--- src/rtl/hsw_pkg.sv ---
// Shared types for the host shared-window map manager.
// Assumes one control access is decoded per clock cycle.
package hsw_pkg;

    // Kind of control-block access found by the fine decode stage
    typedef enum logic [1:0] {
        CK_NONE = 2'd0,
        CK_SET  = 2'd1,
        CK_CLR  = 2'd2,
        CK_READ = 2'd3
    } ctl_kind_e;

endpackage

--- src/rtl/hsw_coarse_dec.sv ---
// Coarse decode stage: compares the upper address bits against the
// window region and the control block. It raises one hit per guest
// window and a carry for the control block.
// Assumes WIN_BASE is aligned to N_GUEST windows and CTRL_BASE to the
// control block size.
module hsw_coarse_dec #(
    parameter int ADDR_W  = 20,
    parameter int N_GUEST = 4,
    parameter int WIN_AW  = 11,
    parameter int CTRL_AW = 9,
    parameter logic [ADDR_W-1:0] WIN_BASE  = 20'hC0000,
    parameter logic [ADDR_W-1:0] CTRL_BASE = 20'hC2000
) (
    input  logic              req,
    input  logic [ADDR_W-1:0] addr,
    output logic [N_GUEST-1:0] win_hit,
    output logic              ctrl_carry
);
    localparam int GIDX_W  = $clog2(N_GUEST);
    localparam int REG_LSB = WIN_AW + GIDX_W;

    logic region_hit;

    // Match the tag bits that cover the whole group of guest windows
    always_comb begin
        region_hit = req && (addr[ADDR_W-1:REG_LSB] == WIN_BASE[ADDR_W-1:REG_LSB]);
    end

    // Match the control block; this is the carry to the fine stage
    always_comb begin
        ctrl_carry = req && (addr[ADDR_W-1:CTRL_AW] == CTRL_BASE[ADDR_W-1:CTRL_AW]);
    end

    // One hit per guest, chosen by the guest index bits above the window offset
    for (genvar g = 0; g < N_GUEST; g++) begin : g_hit
        always_comb begin
            win_hit[g] = region_hit && (addr[REG_LSB-1:WIN_AW] == GIDX_W'(g));
        end
    end

endmodule

--- src/rtl/hsw_fine_dec.sv ---
// Fine decode stage: uses the coarse carry and the low byte-address
// bits to classify a control access as set, clear, read or none, and
// names the target guest for set and clear.
// Assumes the set and clear byte ranges do not overlap.
module hsw_fine_dec
    import hsw_pkg::*;
#(
    parameter int N_GUEST = 4,
    parameter int CTRL_AW = 9,
    parameter int SET_OFS = 'h000,
    parameter int CLR_OFS = 'h010
) (
    input  logic                       carry,
    input  logic                       wr,
    input  logic [CTRL_AW-1:0]         offs,
    output ctl_kind_e                  kind,
    output logic [$clog2(N_GUEST)-1:0] gidx
);
    localparam int GIDX_W = $clog2(N_GUEST);
    localparam logic [CTRL_AW-1:0] SET_LO = CTRL_AW'(SET_OFS);
    localparam logic [CTRL_AW-1:0] SET_HI = CTRL_AW'(SET_OFS + N_GUEST);
    localparam logic [CTRL_AW-1:0] CLR_LO = CTRL_AW'(CLR_OFS);
    localparam logic [CTRL_AW-1:0] CLR_HI = CTRL_AW'(CLR_OFS + N_GUEST);

    logic [CTRL_AW-1:0] dset;
    logic [CTRL_AW-1:0] dclr;
    logic               in_set;
    logic               in_clr;

    // Distance from each control range base, and range membership
    always_comb begin
        dset   = offs - SET_LO;
        dclr   = offs - CLR_LO;
        in_set = (offs >= SET_LO) && (offs < SET_HI);
        in_clr = (offs >= CLR_LO) && (offs < CLR_HI);
    end

    // Classify the access and pick the guest index
    always_comb begin
        kind = CK_NONE;
        gidx = '0;
        if (carry) begin
            if (!wr) begin
                kind = CK_READ;
            end else if (in_set) begin
                kind = CK_SET;
                gidx = dset[GIDX_W-1:0];
            end else if (in_clr) begin
                kind = CK_CLR;
                gidx = dclr[GIDX_W-1:0];
            end
        end
    end

endmodule

--- src/rtl/hsw_map_bank.sv ---
// Per-guest placement flip-flops. Reset loads 1 (window at address 0).
// A set access for a guest loads 1, a clear access loads 0, and
// everything else holds the value.
// Assumes kind/gidx come from a decoder that names one guest at a time.
module hsw_map_bank
    import hsw_pkg::*;
#(
    parameter int N_GUEST = 4
) (
    input  logic                       clk,
    input  logic                       rst_n,
    input  ctl_kind_e                  kind,
    input  logic [$clog2(N_GUEST)-1:0] gidx,
    output logic [N_GUEST-1:0]         place_q
);
    localparam int GIDX_W = $clog2(N_GUEST);

    for (genvar g = 0; g < N_GUEST; g++) begin : g_ff
        logic hit;

        // Does this access target this guest
        always_comb begin
            hit = (gidx == GIDX_W'(g));
        end

        // Placement flop: reset to 1, host set/clear only
        always_ff @(posedge clk) begin
            if (!rst_n) begin
                place_q[g] <= 1'b1;
            end else if (hit && (kind == CK_SET)) begin
                place_q[g] <= 1'b1;
            end else if (hit && (kind == CK_CLR)) begin
                place_q[g] <= 1'b0;
            end
        end
    end

endmodule

--- src/rtl/hsw_map_mgr.sv ---
// Host shared-window map manager: the top module. It chains the coarse
// and fine decode stages, keeps the per-guest placement bits, drives
// the active-low window selects, and returns the placement bits when
// the host reads the control block.
// Assumes DATA_W >= N_GUEST and N_GUEST >= 2.
module hsw_map_mgr
    import hsw_pkg::*;
#(
    parameter int ADDR_W  = 20,
    parameter int DATA_W  = 8,
    parameter int N_GUEST = 4,
    parameter int WIN_AW  = 11,
    parameter int CTRL_AW = 9,
    parameter int SET_OFS = 'h000,
    parameter int CLR_OFS = 'h010,
    parameter logic [ADDR_W-1:0] WIN_BASE  = 20'hC0000,
    parameter logic [ADDR_W-1:0] CTRL_BASE = 20'hC2000
) (
    input  logic               clk,
    input  logic               rst_n,
    input  logic               host_req,
    input  logic               host_wr,
    input  logic [ADDR_W-1:0]  host_addr,
    output logic [DATA_W-1:0]  rd_data,
    output logic [N_GUEST-1:0] win_sel_n,
    output logic [N_GUEST-1:0] place_lo
);
    localparam int GIDX_W = $clog2(N_GUEST);

    logic [N_GUEST-1:0] win_hit;
    logic               ctrl_carry;
    ctl_kind_e          kind;
    logic [GIDX_W-1:0]  gidx;
    logic [N_GUEST-1:0] place_q;

    hsw_coarse_dec #(
        .ADDR_W   (ADDR_W),
        .N_GUEST  (N_GUEST),
        .WIN_AW   (WIN_AW),
        .CTRL_AW  (CTRL_AW),
        .WIN_BASE (WIN_BASE),
        .CTRL_BASE(CTRL_BASE)
    ) u_coarse (
        .req       (host_req),
        .addr      (host_addr),
        .win_hit   (win_hit),
        .ctrl_carry(ctrl_carry)
    );

    hsw_fine_dec #(
        .N_GUEST(N_GUEST),
        .CTRL_AW(CTRL_AW),
        .SET_OFS(SET_OFS),
        .CLR_OFS(CLR_OFS)
    ) u_fine (
        .carry(ctrl_carry),
        .wr   (host_wr),
        .offs (host_addr[CTRL_AW-1:0]),
        .kind (kind),
        .gidx (gidx)
    );

    hsw_map_bank #(
        .N_GUEST(N_GUEST)
    ) u_bank (
        .clk    (clk),
        .rst_n  (rst_n),
        .kind   (kind),
        .gidx   (gidx),
        .place_q(place_q)
    );

    // Output drive: active-low selects, placement bits, read mux
    always_comb begin
        win_sel_n = ~win_hit;
        place_lo  = place_q;
        rd_data   = (kind == CK_READ) ? DATA_W'(place_q) : '0;
    end

endmodule

--- config.mk ---
export PLATFORM = sky130hd
export DESIGN_NAME = hsw_map_mgr
export DESIGN_NICKNAME = d
export VERILOG_FILES = /design/src/rtl/hsw_pkg.sv /design/src/rtl/hsw_coarse_dec.sv /design/src/rtl/hsw_fine_dec.sv /design/src/rtl/hsw_map_bank.sv /design/src/rtl/hsw_map_mgr.sv
export SDC_FILE = /design/constraint.sdc
export NUM_CORES = 1
export LEC_CHECK = 0
export ABC_AREA = 1
export BUFFER_PORTS_ARGS = -buffer_cell sky130_fd_sc_hd__buf_2
export CAP_MARGIN = 15
export CORE_MARGIN = 2
export CORE_UTILIZATION = 39
export DETAILED_ROUTE_END_ITERATION = 7
export PLACE_DENSITY = 0.77
export SLEW_MARGIN = 20
export SYNTH_ARGS = -nofsm -noshare
export SYNTH_HDL_FRONTEND = slang
export SYNTH_SLANG_ARGS = --single-unit
--- constraint.sdc ---
create_clock -name clk -period 1.25 [get_ports clk]
set_input_delay 0.1875 -clock clk [delete_from_list [all_inputs] [get_ports clk]]
set_output_delay 0.1875 -clock clk [all_outputs]
set_load 0.01 [all_outputs]
## After elaboration in Yosys (flattened, before gate mapping)

Cells that the tools add are included.
Widths: inputs -> output; s select.

| word-level totals | value |
|---|---|
| flip-flop bits (word level) | 4 |
| input bits | 24 |
| output and inout bits | 16 |
| logic and storage cells | 53 |

| operators by class | value |
|---|---|
| add/subtract/negate cells | 1 |
| order comparisons | 4 |
| eq/ne operators | 11 |
| multiplexer cells | 9 |
| bitwise logic cells | 2 |
| reduce and logical (&&, ||, !) cells | 22 |

Operators with widths:

| operator | number |
|---|---|
| $logic_and 1x1->1 | 16 |
| $mux 2 | 8 |
| $eq 2x2->1 const B | 6 |
| $eq 11x11->1 const B | 1 |
| $ge 9x1->1 const B | 1 |
| $ge 9x5->1 const B | 1 |
| $lt 9x3->1 const B | 1 |
| $lt 9x5->1 const B | 1 |
| $reduce_or 2->1 | 4 |
| $eq 7x7->1 const B | 1 |
| $eq 2x1->1 const B | 3 |
| $logic_not 2->1 | 2 |
| $mux 4 | 1 |
| $not 4->4 | 1 |
| $sub 2x1->2 const B | 1 |
| $not 1->1 | 1 |

## Logic depth before layout (Yosys ltp)

Gate-level depths: netlist of the first run.

| logic depth | value |
|---|---|
| depth after elaboration | 9 |
| depth in mapped cells | 9 |
| depth with buffers taken out | 9 |

## By module

From an unflattened synthesis of the first run, not the netlist that was laid out.

| second synthesis, totals | value |
|---|---|
| cells, all modules | 103 |
| area, all modules | 503.0 µm² |

By module, submodules not included:

| module | instances | cells an instance | area an instance (µm²) | sequential area each (µm²) |
|---|---|---|---|---|
| hsw_map_bank | 1 | 37 | 211.5 | 80.1 |
| hsw_fine_dec | 1 | 25 | 103.8 | 0.0 |
| hsw_coarse_dec | 1 | 23 | 102.6 | 0.0 |
| hsw_map_mgr | 1 | 18 | 85.1 | 0.0 |

## Worst setup path before layout of the first run

Ideal clock, no wire load.

| path | value |
|---|---|
| path kind | input to output |
| from | in host_addr[3] |
| to | out rd_data[0] |
| arrival time | 0.913 ns |
| setup slack | 0.149 ns |
| cell stages on the path | 6 |
| path buffers | 0 |
| cells stage by stage | nor2_4 -> nand2_1 -> nor2_2 -> nor2_1 -> nand3b_4 -> nor2_1 |

| on the way | value |
|---|---|
| cells in the longest elaborated chain, start to end | 8 |

Ends and longest elaborated chain:

| element | RTL line | source |
|---|---|---|
| from (decl) | hsw_map_mgr.sv:23 | `input logic [ADDR_W-1:0] host_addr,` |
| $ge 9x5->1 / $lt 9x5->1 (equally long branches) | hsw_fine_dec.sv:35 | `in_clr = (offs >= CLR_LO) && (offs < CLR_HI);` |
| $logic_and 1x1->1 | hsw_fine_dec.sv:35 |  |
| $mux 2 | hsw_fine_dec.sv:48 | `end else if (in_clr) begin` |
| $mux 2 (*) | hsw_fine_dec.sv:45 | `end else if (in_set) begin` |
| $mux 2 (*) | hsw_fine_dec.sv:43 | `if (!wr) begin` |
| $mux 2 (*) | hsw_fine_dec.sv:42 | `if (carry) begin` |
| $eq 2x2->1 (*) | hsw_map_mgr.sv:77 | `rd_data = (kind == CK_READ) ? DATA_W'(place_q) : '0;` |
| $mux 4 (*) | hsw_map_mgr.sv:77 |  |
| to (decl) | hsw_map_mgr.sv:24 | `output logic [DATA_W-1:0] rd_data,` |

Every way passes the cells marked *; elsewhere a longest branch is shown, timed or not.

## Worst setup path after layout of the first run

| path | value |
|---|---|
| from | in host_addr[5] |
| to | out rd_data[0] |

Same word-level chain as after synthesis.

==> results of run 1 <==
[cell usage after synthesis (2+ instances only)]
| cell | n |
|---|---|
| nor2_2 | 3 |
| dfxtp_1 | 4 |
| nand3_1 | 8 |
| nand3_2 | 2 |
| nor2_4 | 4 |
| nand2_1 | 10 |
| o21ai_1 | 4 |
| nand4_1 | 3 |
| nor2_1 | 17 |
| nand2_2 | 4 |
| inv_2 | 5 |
| inv_1 | 13 |
| buf_4 | 4 |
[timing repair]
| item | CTS | global route |
|---|---|---|
| setup buffers | 9 | 2 |
| pin swaps | 11 | 18 |
| setup endpoints to repair | 8 | 9 |
| resized for setup | 9 | 18 |
[critical path: stages]
cell and delay [ns]:
buf_2 0.11, nor2_4 0.14, nand2_4 0.08, nor2_4 0.09, nor2_2 0.06, nand3b_4 0.17
nor2_1 0.10, buf_2 0.13
[per-layer routing]
layer / vias up / share of wire, %
met1: 330 / 34
met3: 4 / 6.9
met4: 0 / 0.69
met2: 39 / 58
met5: - / 0
li1: 373 / -
[area by class of cell]
type                            count  area (um^2)  area share [%]
Timing Repair Buffer               53        366.6           36.49
Clock buffer                        3        22.52           2.242
Sequential cell                     4        80.08           7.970
Tap cell                           15        18.77           1.868
Multi-Input combinational cell     65        449.2           44.71
Inverter                           18        67.56           6.725
[power groups by stage]
stage | Sequential [mW] | Clock [mW] | Combinational [mW]
5_1_grt | 0.128 | 0.189 | 0.185
3_5_place_dp | 0.130 | 0 | 0.125
4_1_cts | 0.128 | 0.170 | 0.145
2_1_floorplan | 0.130 | 0 | 0.0665
3_3_place_gp | 0.130 | 0 | 0.122
6_report | 0.128 | 0.163 | 0.172
[kinds of logic (layout without fill, tap and decap cells)]
| logic type | count (synthesis) | in the layout | share of synthesized area [%] |
|---|---|---|---|
| AOI/OAI and AO/OA | 6 | 6 | 6.067 |
| buffers and inverters | 22 | 74 | 17.53 |
| DFF | 4 | 4 | 14.38 |
| other | 1 | 4 | 0.6735 |
| and+or+nand+nor | 55 | 55 | 61.35 |
[through the flow]
stage,worst slack [ns],instance area (um^2),TNS [ns],util (%)
CTS,0.004940,909.6,0,69.04
global placement,-0.03517,784.5,-0.1595,59.54
global route,-0.08561,1005,-0.3917,76.26
floorplan,0.1492,568.0,0,-
finish,-0.02348,1005,-0.05135,76.26
detailed placement,-0.04751,784.5,-0.2770,59.54
[worst max-delay path by stage]
stage | start | to
floorplan | host_addr[3] | rd_data[0]
global placement | host_addr[3] | rd_data[0]
detailed placement | host_addr[16] | win_sel_n[3]
CTS | host_addr[6] | rd_data[3]
global route | host_addr[5] | rd_data[0]
finish | host_addr[5] | rd_data[0]
==> impl_metrics.json, run 1 <==
{
  "rr_worst_depth": 2,
  "ctsHoldBuffers": 0,
  "dieHeight_um": 41.79,
  "cts_buffers": 3,
  "n_fill_cell": 105,
  "largest_reg_flops": 4,
  "grt_max_degree": 6,
  "yosysUniqueCellTypes": 20,
  "vdd.ir_drop.worst_mv": 0.2235,
  "grt_pass1_vias": 622,
  "syn_to_final_growth_pct": 80.45,
  "cts_buffer_depth": 2,
  "fin_nets": 169,
  "numPortBuffers": 35,
  "hold_class": "input port to flop",
  "dr.pass1.iters": 5,
  "synthTopCellsByArea": "dfxtp_1 14%, nor2_1 11%, inv_1 8.8%, nor2_4 8.1%, nand3_1 7.2%",
  "holdPathEnd": "u_bank.place_q[1]$_SDFFE_PP1P_",
  "largest_registers": "u_bank.place_q (4)",
  "rrSetupSlack_ns": 0.69,
  "clk_pin_slew_ns": 0.04,
  "hold_violations": 0,
  "die_w_um": 41.79,
  "grt_pass1_wl_mm": 2.373,
  "async_flop_share_pct": 0,
  "syn_inst": 88,
  "switchingPower_mw": 0.1419,
  "synth_ff_type": "dfxtp_1",
  "hold_slack_ns": 0.2832,
  "num_vias": 746,
  "use_met1_pct": 15.84,
  "layoutNonFillerInstCount": 158,
  "avgViaCountPerCell": 4.722,
  "core_um2": 1318,
  "insertion_delay_ns": 0.23,
  "ys_seq_area_share_pct": 14.38,
  "start_kind": "input port",
  "critical_path_class": "input port to output pin",
  "initialDrtViolationCount": 18,
  "setup_viol_count_final": 3,
  "grt_usage_pct": 17.77,
  "routed_wl_mm": 1.731,
  "grt.met2_usage_pct": 34.38,
  "pwr-share-comb_pct": 37.2,
  "power_density_nw_per_um2": 461.6,
  "endpoint_kind": "output pin",
  "p_seq_share_pct": 27.7,
  "r2r-start": "u_bank.place_q[3]$_SDFFE_PP1P_",
  "p_int_mw": 0.3218,
  "cts_tree": "yes",
  "rsz0062_at_grt": "true",
  "num_antenna_cells": 0,
  "synth_warnings": 0,
  "clock_power_share_pct": 35.2,
  "leakage_nw": 0.5751,
  "num_rows": 13,
  "violations": "setup timing",
  "overflow": 0,
  "top_register": "u_bank.place_q",
  "synth_top_area_share_pct": 14.38,
  "sw_frac_of_total_pct": 30.60,
  "routedWlPerCell_um": 10.96,
  "required_ns": 1.06,
  "cp_data_arrival_time_ns": 1.09,
  "htreeDepth": 1,
  "dp_hpwl_mm": 1.097,
  "ant_nets": 0,
  "layout_common_cells": "26 x buf_2, 18 x buf_4, 12 x nor2_1",
  "layout_setup_ws_ns": -0.02348,
  "r2r-end": "u_bank.place_q[3]$_SDFFE_PP1P_",
  "root_buffer": "clkbuf_4",
  "total_power_mw": 0.4638,
  "skew_ns": 0,
  "cts_sinks": 4,
  "yosysTopAreaCell": "dfxtp_1",
  "busiest_layer": "met2",
  "final_layout_size_suffix_gt1_share_pct": 64.34,
  "antenna_found_initial": 0,
  "hold_start": "rst_n",
  "grtUsageMet3_pct": 8.261,
  "fin_crit_sh_pct": 101.9,
  "routabilityCongestion": 0.7979,
  "start_util_pct": 42.26,
  "period_needed_ns": 1.273,
  "dp.cells": 144,
  "synth_edf_count": 0,
  "slew_violations": 0,
  "cp_max_fo": 4,
  "final_common_cell": "buf_2",
  "top_level_ports": 40,
  "drv_cap": 0,
  "ys_ff_latch": 4,
  "dieArea_um2": 1746,
  "syn_area_per_cell_um2": 6.327,
  "synth_area_um2": 556.8,
  "drc_errors": 0,
  "max_freq_mhz": 785.3,
  "hold-path-cell-count": 4,
  "status": "finished with violations"
}
Note: power is estimated with default switching activity, not from simulation.
==> inputs of run 2 (changes only) <==
Settings changed: CORE_MARGIN 2 to default, TNS_END_PERCENT from default to 100.
==> impl_metrics.json, run 2 (synthesis gave the netlist of run 1 again) <==
{
  "hold_class": "input port to flop",
  "required_ns": 1.06,
  "pwr-share-comb_pct": 38.7,
  "critical_path_class": "input port to output pin",
  "core_um2": 1318,
  "die_w_um": 39.79,
  "top_level_ports": 40,
  "grt_pass1_wl_mm": 2.132,
  "largest_registers": "u_bank.place_q (4)",
  "p_int_mw": 0.3350,
  "layoutNonFillerInstCount": 165,
  "clock_power_share_pct": 34.3,
  "fin_nets": 176,
  "final_layout_size_suffix_gt1_share_pct": 66.00,
  "num_antenna_cells": 0,
  "numPortBuffers": 35,
  "grt_usage_pct": 20.07,
  "rr_worst_depth": 2,
  "cts_buffer_depth": 2,
  "final_common_cell": "buf_2",
  "insertion_delay_ns": 0.23,
  "initialDrtViolationCount": 13,
  "max_freq_mhz": 776.1,
  "slowest_delay_ns": 0.18,
  "power_density_nw_per_um2": 453.8,
  "ctsHoldBuffers": 0,
  "vdd.ir_drop.worst_mv": 0.6218,
  "endpoint_kind": "output pin",
  "htreeDepth": 1,
  "avgViaCountPerCell": 4.655,
  "antenna_found_initial": 0,
  "crit_cells": 8,
  "dp.cells": 147,
  "cts_buffers": 3,
  "drc_errors": 1,
  "crit_path_frequent_cell": "nor2_4",
  "num_vias": 768,
  "n_fill_cell": 99,
  "hold_violations": 0,
  "crit_chain": "buf_6, nor2_4, nand2_2, nor2_4, nor2_2, nand3b_4, nor2_1, buf_2",
  "hold-path-cell-count": 4,
  "dieArea_um2": 1583,
  "cts_sinks": 4,
  "dieHeight_um": 39.79,
  "leakage_nw": 0.6029,
  "routedWlPerCell_um": 10.03,
  "cp_max_fo": 4,
  "drv_cap": 0,
  "slew_violations": 0,
  "num_rows": 13,
  "status": "finished with violations",
  "dr.pass1.iters": 7,
  "grt_pass1_vias": 595,
  "largest_reg_flops": 4,
  "skew_ns": 0,
  "layout_common_cells": "27 x buf_2, 25 x buf_4, 13 x nor2_1",
  "cp_data_arrival_time_ns": 1.10,
  "root_buffer": "clkbuf_4",
  "crit_path_top_delay_cell": "nand3b_4",
  "fin_crit_sh_pct": 103.1,
  "clk_pin_slew_ns": 0.03,
  "cp_top_family": "simple AND/OR/NAND/NOR gates",
  "setup_viol_count_final": 2,
  "routed_wl_mm": 1.655,
  "period_needed_ns": 1.288,
  "syn_to_final_growth_pct": 88.32,
  "sw_frac_of_total_pct": 29.60,
  "top_register": "u_bank.place_q",
  "start_kind": "input port",
  "cts_tree": "yes",
  "p_seq_share_pct": 27.0,
  "switchingPower_mw": 0.1409,
  "grt_max_degree": 6,
  "layout_setup_ws_ns": -0.03846,
  "rsz0062_at_grt": "true",
  "start_util_pct": 42.26,
  "violations": "DRC, setup timing",
  "ant_nets": 0,
  "overflow": 0,
  "dp_slack_ns": -0.05572,
  "worst-path-buf-inv": 2,
  "routabilityCongestion": 0.6966
}
==> run 2: worst reg2reg max path, delay by kind of cell (launching register included) <==
| kind | cells | cell delay [ns] |
|---|---|---|
| flip-flops | 1 | 0.32 |
| AO/OA/AOI/OAI | 1 | 0.08 |
| AND/OR/NAND/NOR | 1 | 0.06 |
==> run 2: worst paths after layout <==
check / start / to / slack (ns)
setup / recovery: host_addr[3] / rd_data[3] / -0.04
hold / removal: rst_n / u_bank.place_q[0]$_SDFFE_PP1P_ / 0.31
setup reg to reg: u_bank.place_q[2]$_SDFFE_PP1P_ / u_bank.place_q[2]$_SDFFE_PP1P_ / 0.69
hold reg to reg: u_bank.place_q[1]$_SDFFE_PP1P_ / u_bank.place_q[1]$_SDFFE_PP1P_ / 0.47
==> run 2: through the flow <==
stage               util, %  instance area (um^2)  hold WS (ns)  power (mW)  setup TNS [ns]
detailed placement    61.25                 807.0        0.4811      0.2634         -0.2581
finish                79.58                  1049        0.3104      0.4758        -0.05392
global route          79.58                  1049        0.3323      0.5018         -0.4655
CTS                   74.07                 975.9        0.2978      0.4592      -0.0009831
floorplan                 -                 568.0        0.3806      0.1968               0
global placement      61.25                 807.0        0.4758      0.2599        -0.03193
==> run 2: final cells by class <==
| cell class | count | area (um^2) | share of cell area [%] |
|---|---|---|---|
| multi-input cells | 65 | 444.2 | 42.36 |
| clock buffers | 3 | 22.52 | 2.148 |
| inverters | 18 | 70.07 | 6.683 |
| flip-flops and latches | 4 | 80.08 | 7.637 |
| well taps | 15 | 18.77 | 1.790 |
| repair buffers | 60 | 412.9 | 39.38 |
==> run 2: routing by layer <==
| layer | vias to the layer above | GRT usage [%] | part of all wire (%) |
|---|---|---|---|
| met1 | 336 | 18.60 | 38 |
| met2 | 40 | 40.98 | 56 |
| met4 | 0 | 2.586 | 0.73 |
| met3 | 2 | 7.386 | 5.7 |
| li1 | 390 | - | - |
| met5 | - | 0 | 0 |
==> run 2: power groups by stage <==
stage	clock (mW)	sequential, mW	combinational (mW)
final	0.163	0.128	0.184
after CTS	0.162	0.128	0.169
after global placement	0	0.130	0.130
after floorplan	0	0.130	0.0665
after global routing	0.174	0.128	0.200
after detailed placement	0	0.130	0.133
==> run 2: timing repair <==
item,4_1_cts,5_1_grt
resized for setup,11,15
buffers inserted,13,2
pin swaps,14,17
endpoints found under the setup margin,8,12
